## config.mk

```make
export PLATFORM = sky130hd
export DESIGN_NAME = bpsk_resp_tx
export DESIGN_NICKNAME = d
export VERILOG_FILES = /design/src/rtl/bpsk_tx_pkg.sv /design/src/rtl/bpsk_crc_b.sv /design/src/rtl/bpsk_phase_enc.sv /design/src/rtl/bpsk_resp_tx.sv
export SDC_FILE = /design/constraint.sdc
export NUM_CORES = 1
export LEC_CHECK = 0
export BUFFER_PORTS_ARGS = -buffer_cell sky130_fd_sc_hd__buf_2
export CAP_MARGIN = 20
export CORE_MARGIN = 2
export CORE_UTILIZATION = 51
export CTS_BUF_LIST = sky130_fd_sc_hd__clkbuf_2
export DETAILED_ROUTE_END_ITERATION = 6
export PLACE_DENSITY = 0.76
export SLEW_MARGIN = 40
export SYNTH_ARGS = -nofsm -noshare
export SYNTH_HDL_FRONTEND = slang
export SYNTH_SLANG_ARGS = --single-unit
```

## constraint.sdc

```tcl
create_clock -name clk -period 7.85 [get_ports clk]
set_input_delay 0.785 -clock clk [delete_from_list [all_inputs] [get_ports clk]]
set_output_delay 0.785 -clock clk [all_outputs]
set_load 0.01 [all_outputs]
```

## src/rtl/bpsk_tx_pkg.sv

```systemverilog
package bpsk_tx_pkg;

    localparam int SOT_LONG_BITS  = 10;
    localparam int SOT_SHORT_BITS = 2;
    localparam int EOT_LOW_BITS   = 10;
    localparam int EOT_HIGH_BITS  = 2;
    localparam int CHAR_BITS      = 11;
    localparam int CRC_BYTES      = 2;

    localparam int SOT_HALVES     = 2 * (2 * SOT_LONG_BITS + SOT_SHORT_BITS);
    localparam int SOT_FLIP_A     = 2 * SOT_LONG_BITS;
    localparam int SOT_FLIP_B     = 4 * SOT_LONG_BITS;
    localparam int EOT_BITS       = EOT_LOW_BITS + EOT_HIGH_BITS;

    localparam logic [15:0] CRC_POLY_REFL = 16'h8408;
    localparam logic [15:0] CRC_SEED      = 16'hFFFF;

    typedef enum logic [2:0] {
        TX_IDLE,
        TX_SOT,
        TX_CHAR,
        TX_EOT,
        TX_TAIL
    } tx_state_e;

endpackage

```

## src/rtl/bpsk_crc_b.sv

```systemverilog
module bpsk_crc_b #(
    parameter logic [15:0] POLY = bpsk_tx_pkg::CRC_POLY_REFL,
    parameter logic [15:0] SEED = bpsk_tx_pkg::CRC_SEED
) (
    input  logic        clk,
    input  logic        rst_n,
    input  logic        clr,
    input  logic        en,
    input  logic        din,
    output logic [15:0] crc
);

    logic [15:0] crc_d, crc_q;

    always_comb begin
        crc_d = crc_q;
        if (clr) begin
            crc_d = SEED;
        end else if (en) begin
            crc_d = (crc_q >> 1) ^ ((crc_q[0] ^ din) ? POLY : 16'h0000);
        end
    end

    always_ff @(posedge clk or negedge rst_n) begin
        if (!rst_n) crc_q <= SEED;
        else        crc_q <= crc_d;
    end

    assign crc = crc_q;

endmodule

```

## src/rtl/bpsk_phase_enc.sv

```systemverilog
module bpsk_phase_enc (
    input  logic miller,
    input  logic second_half,
    input  logic bit_v,
    input  logic prev_bit,
    input  logic ph_cur,
    output logic ph_next
);

    logic flip;

    always_comb begin
        if (miller) begin
            flip = second_half ? bit_v : (!bit_v && !prev_bit);
        end else begin
            flip = second_half ? 1'b0 : (bit_v ^ prev_bit);
        end
        ph_next = ph_cur ^ flip;
    end

endmodule

```

## src/rtl/bpsk_resp_tx.sv

```systemverilog
module bpsk_resp_tx #(
    parameter int CNT_W = 5
) (
    input  logic             clk,
    input  logic             rst_n,
    input  logic             half_tick,
    input  logic             start,
    input  logic [CNT_W-1:0] byte_cnt,
    input  logic             crc_off,
    input  logic             miller,
    input  logic [7:0]       byte_in,
    output logic             byte_take,
    output logic             sc_en,
    output logic             phase,
    output logic             done
);
    import bpsk_tx_pkg::*;

    localparam int HC_W = $clog2(SOT_HALVES);
    localparam int BP_W = $clog2(CHAR_BITS);
    localparam int EC_W = $clog2(EOT_BITS);
    localparam int CI_W = CNT_W + 1;

    localparam logic [HC_W-1:0] HC_LAST  = HC_W'(SOT_HALVES - 1);
    localparam logic [HC_W-1:0] HC_FLIPA = HC_W'(SOT_FLIP_A);
    localparam logic [HC_W-1:0] HC_FLIPB = HC_W'(SOT_FLIP_B);
    localparam logic [BP_W-1:0] BP_LAST  = BP_W'(CHAR_BITS - 1);
    localparam logic [EC_W-1:0] EC_LAST  = EC_W'(EOT_BITS - 1);
    localparam logic [EC_W-1:0] EC_HIGH  = EC_W'(EOT_LOW_BITS);
    localparam logic [CI_W-1:0] CI_CRC   = CI_W'(CRC_BYTES);

    typedef struct packed {
        tx_state_e        st;
        logic [HC_W-1:0]  hcnt;
        logic             half;
        logic [BP_W-1:0]  bpos;
        logic [CI_W-1:0]  cidx;
        logic [EC_W-1:0]  ecnt;
        logic [CNT_W-1:0] nbytes;
        logic             coff;
        logic             mil;
        logic [7:0]       shreg;
        logic             curb;
        logic             prevb;
        logic             ph;
        logic             sc;
        logic             done;
        logic             take;
    } tx_regs_t;

    tx_regs_t d, q;

    logic        crc_clr, crc_en, crc_din;
    logic [15:0] crc_val;
    logic        bit_now, enc_bit, ph_enc;
    logic        data_bit_pos;
    logic [CI_W-1:0] total_chars;
    logic [CI_W-1:0] nbytes_ext;
    logic [2:0]  bit_sel;

    bpsk_crc_b u_crc (
        .clk   (clk),
        .rst_n (rst_n),
        .clr   (crc_clr),
        .en    (crc_en),
        .din   (crc_din),
        .crc   (crc_val)
    );

    bpsk_phase_enc u_enc (
        .miller      (q.mil),
        .second_half (q.half),
        .bit_v       (enc_bit),
        .prev_bit    (q.prevb),
        .ph_cur      (q.ph),
        .ph_next     (ph_enc)
    );

    // Bit value presented in the current bit slot.
    always_comb begin
        bit_sel      = q.bpos[2:0] - 3'd1;
        data_bit_pos = (q.bpos != '0) && (q.bpos <= BP_W'(8));
        nbytes_ext   = {1'b0, q.nbytes};
        total_chars  = q.coff ? nbytes_ext : (nbytes_ext + CI_CRC);
        if (q.st == TX_EOT) begin
            bit_now = (q.ecnt >= EC_HIGH);
        end else if (q.bpos == '0) begin
            bit_now = 1'b0;
        end else if (data_bit_pos) begin
            bit_now = q.shreg[bit_sel];
        end else begin
            bit_now = 1'b1;
        end
        enc_bit = q.half ? q.curb : bit_now;
    end

    always_comb begin
        d       = q;
        d.done  = 1'b0;
        d.take  = 1'b0;
        crc_clr = 1'b0;
        crc_en  = 1'b0;
        crc_din = bit_now;
        unique case (q.st)
            TX_IDLE: begin
                if (start) begin
                    d.st     = TX_SOT;
                    d.nbytes = byte_cnt;
                    d.coff   = crc_off;
                    d.mil    = miller;
                    d.hcnt   = '0;
                    d.prevb  = 1'b1;
                    d.ph     = 1'b0;
                    crc_clr  = 1'b1;
                end
            end
            TX_SOT: begin
                if (half_tick) begin
                    d.sc = 1'b1;
                    d.ph = (q.hcnt >= HC_FLIPA) && (q.hcnt < HC_FLIPB);
                    if (q.hcnt == HC_LAST) begin
                        d.st   = TX_CHAR;
                        d.half = 1'b0;
                        d.bpos = '0;
                        d.cidx = '0;
                    end else begin
                        d.hcnt = q.hcnt + 1'b1;
                    end
                end
            end
            TX_CHAR, TX_EOT: begin
                if (half_tick) begin
                    d.ph = ph_enc;
                    if (!q.half) begin
                        d.curb = bit_now;
                        d.half = 1'b1;
                        if (q.st == TX_CHAR && q.bpos == '0) begin
                            if (q.cidx < nbytes_ext) begin
                                d.shreg = byte_in;
                                d.take  = 1'b1;
                            end else if (q.cidx == nbytes_ext) begin
                                d.shreg = ~crc_val[7:0];
                            end else begin
                                d.shreg = ~crc_val[15:8];
                            end
                        end
                        if (q.st == TX_CHAR && data_bit_pos && q.cidx < nbytes_ext) begin
                            crc_en = 1'b1;
                        end
                    end else begin
                        d.prevb = q.curb;
                        d.half  = 1'b0;
                        if (q.st == TX_CHAR) begin
                            if (q.bpos == BP_LAST) begin
                                d.bpos = '0;
                                if (q.cidx + 1'b1 == total_chars) begin
                                    d.st   = TX_EOT;
                                    d.ecnt = '0;
                                end else begin
                                    d.cidx = q.cidx + 1'b1;
                                end
                            end else begin
                                d.bpos = q.bpos + 1'b1;
                            end
                        end else begin
                            if (q.ecnt == EC_LAST) d.st = TX_TAIL;
                            else                   d.ecnt = q.ecnt + 1'b1;
                        end
                    end
                end
            end
            TX_TAIL: begin
                if (half_tick) begin
                    d.sc   = 1'b0;
                    d.ph   = 1'b0;
                    d.done = 1'b1;
                    d.st   = TX_IDLE;
                end
            end
            default: d.st = TX_IDLE;
        endcase
    end

    always_ff @(posedge clk or negedge rst_n) begin
        if (!rst_n) begin
            q       <= '0;
            q.st    <= TX_IDLE;
            q.prevb <= 1'b1;
        end else begin
            q <= d;
        end
    end

    assign byte_take = q.take;
    assign sc_en     = q.sc;
    assign phase     = q.ph;
    assign done      = q.done;

endmodule

```

==> results of run 1 <==
-- synth_stat cells, types with 2 or more instances --
cell,number,area share
buf_6,2,0.0060
nand3b_1,2,0.0040
or2_2,4,0.0067
nor2b_1,5,0.0084
and4_1,3,0.0071
a21oi_1,15,0.020
nand4b_1,4,0.0094
o21ai_1,2,0.0027
nor2_1,44,0.044
buf_2,5,0.0067
nor3b_1,3,0.0060
clkbuf_1,12,0.012
nand2b_4,2,0.0074
ha_1,17,0.057
o31ai_1,2,0.0040
nand3_1,13,0.017
nor3_1,5,0.0067
xor2_1,8,0.019
inv_1,16,0.016
nand4_1,4,0.0067
dfstp_2,17,0.12
nand2_1,58,0.058
xnor2_1,12,0.028
o21ai_0,40,0.054
mux2_2,10,0.030
nand2b_1,2,0.0034
and3_1,6,0.010
o32ai_1,2,0.0047
mux2_1,2,0.0060
a22o_1,3,0.0071
dfrtp_1,44,0.30
mux2i_1,8,0.021
a311oi_1,3,0.0071
a211oi_1,3,0.0060
o211ai_1,3,0.0060
a21o_1,2,0.0040
-- placed cells by master, fill, tap and decap left out, types with 2 or more instances in the layout --
master and n:
a211oi_1 3, a21o_1 2, a21oi_1 15, a22o_1 3, a311oi_1 3, and3_1 6
and4_1 3, buf_2 22, buf_4 2, bufinv_16 2, clkbuf_2 9, clkinv_4 4
dfrtp_1 44, dfstp_2 17, ha_1 17, inv_1 16, mux2_1 2, mux2_2 10
mux2i_1 8, nand2_1 58, nand2b_1 2, nand2b_4 2, nand3_1 13, nand3b_1 2
nand4_1 4, nand4b_1 4, nor2_1 43, nor2b_1 5, nor3_1 5, nor3b_1 3
o211ai_1 3, o21ai_0 40, o21ai_1 2, o31ai_1 2, o32ai_1 2, or2_2 4
xnor2_1 12, xor2_1 8
-- metal layers --
layer | routed length (microns) | GRT usage | share of wire
met1 | 3667 | 0.2912 | 0.48
met3 | 353 | 0.04986 | 0.046
met5 | 0 | 0 | 0
met4 | 90 | 0.06649 | 0.012
met2 | 3550 | 0.3192 | 0.46
-- power by group through the flow --
stage	sequential, mW	clock [mW]	combinational, mW
finish	0.576	0.236	0.620
global route	0.593	0.257	0.702
CTS	0.573	0.242	0.622
detailed placement	0.579	0	0.616
global placement	0.575	0	0.592
floorplan	0.527	0	0.529
-- registers in the layout (all words and copies together), names as in the netlist --
| signal | cells |
|---|---|
| phase | 1 |
| sc_en | 1 |
| byte_take | 1 |
| q | 36 |
| u_crc.crc | 16 |
| done | 1 |
| nbytes_ext | 5 |
-- logic make-up after synthesis --
group                    synth area share
buffers and inverters             0.04231
multiplexers                      0.07085
AND/OR/NAND/NOR                    0.2236
flip-flops                         0.4154
XOR/XNOR                          0.04701
AO/OA/AOI/OAI                      0.1437
adder cells (fa/ha/maj)           0.05708
-- area by class of cell --
cell class | instances | area, sq um
Tap cell | 99 | 123.9
Clock buffer | 9 | 45.04
Sequential cell | 61 | 1548
Clock inverter | 7 | 100.1
Timing Repair Buffer | 25 | 136.4
Multi-Input combinational cell | 312 | 2028
Inverter | 16 | 60.06
Fill cell | 682 | 3134
-- how the worst min path moves through the flow --
stage	startpoint	endpoint	cells after the start	slack, ns
final	rst_n	q[29]$_DFFE_PN0P_	2	0.30
after global routing	rst_n	nbytes_ext[0]$_DFFE_PN0P_	2	0.30
after CTS	rst_n	nbytes_ext[0]$_DFFE_PN0P_	2	0.40
after detailed placement	u_crc.crc[1]$_DFFE_PN1P_	u_crc.crc[0]$_DFFE_PN1P_	2	0.48
after global placement	u_crc.crc[1]$_DFFE_PN1P_	u_crc.crc[0]$_DFFE_PN1P_	2	0.47
after floorplan	nbytes_ext[0]$_DFFE_PN0P_	nbytes_ext[0]$_DFFE_PN0P_	2	0.45
==> run summary, run 1 <==
Status: finished clean
RSZ-0062 raised after global routing: no
Ant. Diodes: 0
Share of layout cells above drive strength 1: 0.1953
Element type at the critical path end: flip-flop
IO buf count: 22
First-pass GRT wire length: 12720 microns
Slew HR: 0.5640
Detailed placer's ending HPWL: 5416 microns
Period utilisation layout: 0.4113
Largest net degree at the start of global routing: 62
Final setup viols: 0
Clk pwr share: 0.165
Worst Setup EP: phase$_DFFE_PN0P_
Core area: 7176 sq um
Worst vdd ir: 0.1272 mV
Slowest-stage cell, CP: dfrtp_1
Final hold violations: 0
Gpl congestion: 0.8763
Placed insts: 513
Max-Cap Viols: 0
Initial antenna violation count: 0
Post-layout instance area: 4041 sq um
# hold bufs at CTS: 0
Clock Latency Late Sink: 0.52 ns
Vias per cell: 5.584
Register area share after synthesis: 0.4154
WP buf/inv: 1
Util after Layout: 0.5632
Yosys warnings: 0
Die Area: 8006 sq um
Routed WL: 7660 microns
Post-CTS Setup Inserts: 0
P_sw: 0.5964 mW
Vias in the first global route: 2643
Switching share of power: 0.4167
Mapped Avg Cell Area: 9.110 sq um
Worst r2r src: q[31]$_DFFE_PN0P_
Gr ovfl total: 0
Max Slew Vio Count: 0
# nets final: 461
WP data required: 8.25 ns
Leakage: 1.765 nW
Crit-path max FO: 7
DRT iter0 DRCs: 242
Post-DRT Antenna Nets: 0
Inserted Clock Buffers: 9
DRC Markers: 0
Pwr Total: 1.431 mW
Crit path DAT: 3.63 ns
P_int: 0.8350 mW
H-tree levels: 3
R2R Setup Slk: 4.62 ns
IO Count: 23
Setup TNS: 0 ns
Placed cell area: 3892 sq um
Non-filler cells, final: 529
Clock Pin Slew Worst Setup and Hold Paths: 0.19 ns
CP most frequent cell: ha_1
CTS resizes: 0
Layout area overhead: 8.462%
R2R cell count: 14
Die H: 89.48 microns
Sink count of the clock tree: 61
Setup WS post-layout: 4.621 ns
Ys flop type: dfrtp_1
Synthesized flop and latch total: 61
Worst Setup SP: q[31]$_DFFE_PN0P_
Worst slack at placement: 4.696 ns
Cell Area, Synth: 3726 sq um
Worst Hold Slack: 0.3028 ns
Part of the power in combinational logic: 0.433
PD cells: 354.2 nW/um^2
CP top delay family: compound AO/OA/AOI/OAI gates
Chip width: 89.48 microns
Critical path depth in cells: 14
Cells after synthesis: 409
Row Count: 31
Max Clock Skew: 0.03145 ns
Tot GR Track Use: 0.2081
Hold Path Class: in2async
R2r endpoint: phase$_DFFE_PN0P_
Worst-Margin Slew: 0.6525 ns
Startpoint Class: flip-flop
Critical path class: reg2reg
Post-synth EDFFs: 0
Drt wl/cell: 14.48 microns
Asr flop ratio synth: 1.000
Unique masters post-synth: 62
Critical path, cell by cell: inv_1 > ha_1 > mux4_2 > mux2_2 > o21ai_2 > a21bo_2 > nor2_1 > a21oi_1 > ha_1 > mux2i_1 > o21ai_0 > xor2_1 > a222oi_1 > nor3_1
CTS Buffer Depth: 2
Crit path largest cell delay: 0.51 ns
Via count: 2954
Starting Density: 0.5193
Fin crit period: 3.229 ns
Seq pwr share: 0.402
Clock root cell: clkbuf_2
TritonRoute pass-1 iters: 5
Post-Syn Nets: 445
Fmax: 0.3097 GHz
CTS tree: built
No activity file was read; power rests on OpenSTA's default activity.
==> inputs of run 2 (changes only) <==
--- a/config.mk
+++ b/config.mk
@@ -11,7 +11,7 @@
 export CORE_UTILIZATION = 51
 export CTS_BUF_LIST = sky130_fd_sc_hd__clkbuf_2
 export DETAILED_ROUTE_END_ITERATION = 6
-export PLACE_DENSITY = 0.76
+export PLACE_DENSITY = 0.78
 export SLEW_MARGIN = 40
 export SYNTH_ARGS = -nofsm -noshare
 export SYNTH_HDL_FRONTEND = slang
==> constraint.sdc (replaced) <==
create_clock -name clk -period 2.9 [get_ports clk]
set_input_delay 0.29 -clock clk [delete_from_list [all_inputs] [get_ports clk]]
set_output_delay 0.29 -clock clk [all_outputs]
set_load 0.01 [all_outputs]
==> run 2 against run 1 <==
Effect of this change:
- first-iteration DRC count decreased by 22%
- global-route usage increased by 0.27 points
- count of clock-buffer cells in the layout increased by 1
- sequential power increased to 2.6 times the previous value
- non-clock buffer count increased by 20
- fmax increased by 14%
- power increased to 2.7 times the previous value
- highest routed layer unchanged
==> run summary, run 2 (synthesis gave the netlist of run 1 again) <==
Critical path class: reg2reg
Sink count of the clock tree: 61 (unchanged)
Placed cell area: 3978 sq um (+2.2%)
Element type at the critical path end: flip-flop
TritonRoute pass-1 iters: 4 (-1)
Post-layout instance area: 4192 sq um (+3.7%)
Min-Delay Startpoint: byte_in[7]
Detailed placer's ending HPWL: 5638 microns (+4.1%)
Commonest cells after routing, fill and taps aside: nand2_1, dfrtp_1, nor2_1
Util after Layout: 0.5841 (+0.02092)
Die H: 89.48 microns (unchanged)
Layout area overhead: 12.49%
Chip width: 89.48 microns (unchanged)
Ant. Diodes: 0 (unchanged)
CP top delay family: compound AO/OA/AOI/OAI gates
Setup WS post-layout: 0.05540 ns (-4.566 ns)
Starting Density: 0.5193 (unchanged)
RSZ-0062 raised after global routing: yes
Row Count: 31 (unchanged)
Core area: 7176 sq um (unchanged)
Setup TNS: 0 ns (unchanged)
Gpl congestion: 0.8408 (-4.1%)
WP data required: 3.29 ns (-4.96 ns)
Worst slack at placement: 0.02853 ns (-4.667 ns)
Max Clock Skew: 0.01536 ns (-0.01609 ns)
R2r endpoint: phase$_DFFE_PN0P_
P_int: 2.287 mW (+170%)
PD cells: 934.2 nW/um^2 (+160%)
Via count: 3038 (+2.8%)
CTS Buffer Depth: 2 (unchanged)
# nets final: 481 (+4.3%)
WHS Endpoint: q[13]$_DFFE_PN0P_
Routed WL: 8021 microns (+4.7%)
Period utilisation layout: 0.9809 (+0.5696)
R2R Setup Slk: 0.06 ns (-4.57 ns)
Vias in the first global route: 2875 (+8.8%)
Worst vdd ir: 0.2942 mV (+130%)
Max reg flops: 36 (unchanged)
Clock Latency Late Sink: 0.50 ns (-0.02 ns)
Clock Pin Slew Worst Setup and Hold Paths: 0.17 ns (-0.02 ns)
H-tree levels: 3 (unchanged)
Startpoint Class: flip-flop
Hold Path Class: in2reg
R2R cell count: 14 (unchanged)
Pwr Total: 3.916 mW (+170%)
Slowest-stage cell, CP: dfrtp_1
Worst-Margin Slew: 0.6273 ns (-0.02515 ns)
Crit-path max FO: 3 (-4)
Initial antenna violation count: 0 (unchanged)
Die Area: 8006 sq um (unchanged)
DRC Markers: 0 (unchanged)
Worst Hold Slack: 0.1011 ns (-0.2017 ns)
Slew HR: 0.5809 (+0.01689)
Final hold violations: 0 (unchanged)
Most common cell after layout, fill and taps aside: nand2_1
Status: finished clean
Largest net degree at the start of global routing: 62 (unchanged)
Tot GR Track Use: 0.2107 (+0.002654)
DRT iter0 DRCs: 188 (-22%)
CTS tree: built
Hold-critical path depth: 3
Switching share of power: 0.4159 (-0.0007744)
Non-filler cells, final: 549 (+3.8%)
Fin crit period: 2.845 ns (-0.3842 ns)
Max-Cap Viols: 0 (unchanged)
WP buf/inv: 1 (unchanged)
P_sw: 1.629 mW (+170%)
Max Slew Vio Count: 0 (unchanged)
Share of layout cells above drive strength 1: 0.2178 (+0.02243)
First-pass GRT wire length: 12940 microns (+1.7%)
Final setup viols: 0 (unchanged)
Critical path, cell by cell: inv_1 > ha_4 > mux4_2 > mux2_4 > o21ai_2 > a21bo_2 > nor2_1 > a21oi_1 > ha_1 > mux2i_1 > o21ai_1 > xor2_1 > a222oi_1 > nor3_1
Clock root cell: clkbuf_2
Post-DRT Antenna Nets: 0 (unchanged)
IO buf count: 22 (unchanged)
Placed insts: 525 (+2.3%)
Inserted Clock Buffers: 9 (unchanged)
Vias per cell: 5.534 (-0.90%)
IO Count: 23 (unchanged)
Worst r2r src: q[32]$_DFFE_PN0P_
Clk pwr share: 0.130 (-0.035)
Part of the power in combinational logic: 0.482 (+0.049)
Gr ovfl total: 0 (unchanged)
Leakage: 1.852 nW (+4.9%)
Drt wl/cell: 14.61 microns (+0.90%)
Crit path largest cell delay: 0.41 ns (-0.10 ns)
Most flops, register: q
Fmax: 0.3515 GHz (+14%)
Crit path DAT: 3.23 ns (-0.40 ns)
Seq pwr share: 0.388 (-0.014)
[run 2: how the worst max path moves through the flow]
stage | from | to | slack, ns | cells past startpoint
global placement | q[31]$_DFFE_PN0P_ | phase$_DFFE_PN0P_ | 0.09 | 14
floorplan | q[31]$_DFFE_PN0P_ | phase$_DFFE_PN0P_ | 0.02 | 14
global route | q[31]$_DFFE_PN0P_ | phase$_DFFE_PN0P_ | -0.14 | 15
detailed placement | q[31]$_DFFE_PN0P_ | phase$_DFFE_PN0P_ | 0.03 | 14
CTS | q[31]$_DFFE_PN0P_ | phase$_DFFE_PN0P_ | 0.01 | 14
finish | q[32]$_DFFE_PN0P_ | phase$_DFFE_PN0P_ | 0.06 | 14
[run 2: power by group through the flow]
stage | Combinational (mW) | Sequential [mW] | Clock, mW
2_1_floorplan | 1.43 | 1.43 | 0
6_report | 1.89 | 1.52 | 0.509
3_3_place_gp | 1.76 | 1.51 | 0
3_5_place_dp | 1.83 | 1.53 | 0
4_1_cts | 1.84 | 1.51 | 0.524
5_1_grt | 2.12 | 1.57 | 0.565
[run 2: area by class of cell]
type	instances	area (sq um)
clock buffers	10	50.05
repair buffers	45	306.5
clock inverters	6	53.80
multi-input cells	312	2049
flip-flops and latches	61	1548
fillers	631	2984
well taps	99	123.9
inverters	16	60.06
[run 2: timing repair]
action                                  4_1_cts  5_1_grt
gates resized for setup                       0        5
setup buffers                                 0        0
hold buffers                                  8        0
endpoints found under the hold margin        51        0
endpoints found under the setup margin        0        1
[run 2: worst reg2reg max path, delay by kind of cell (launching register included)]
family                     cells  cell delay (ns)
xor gates and xnor gates       1             0.15
and+or+nand+nor                2             0.12
DFF                            1             0.41
muxes                          3             0.69
adders and majority gates      2             0.48
AOI/OAI and AO/OA              5             0.76
buffers and inverters          1             0.14
[run 2: metal layers]
layer / track usage / routed length, microns / vias up
met5: 0 / 0 / -
met4: 0.09498 / 148 / 0
met3: 0.03047 / 250 / 13
met2: 0.3448 / 3935 / 50
met1: 0.2768 / 3685 / 1464
li1: - / - / 1511
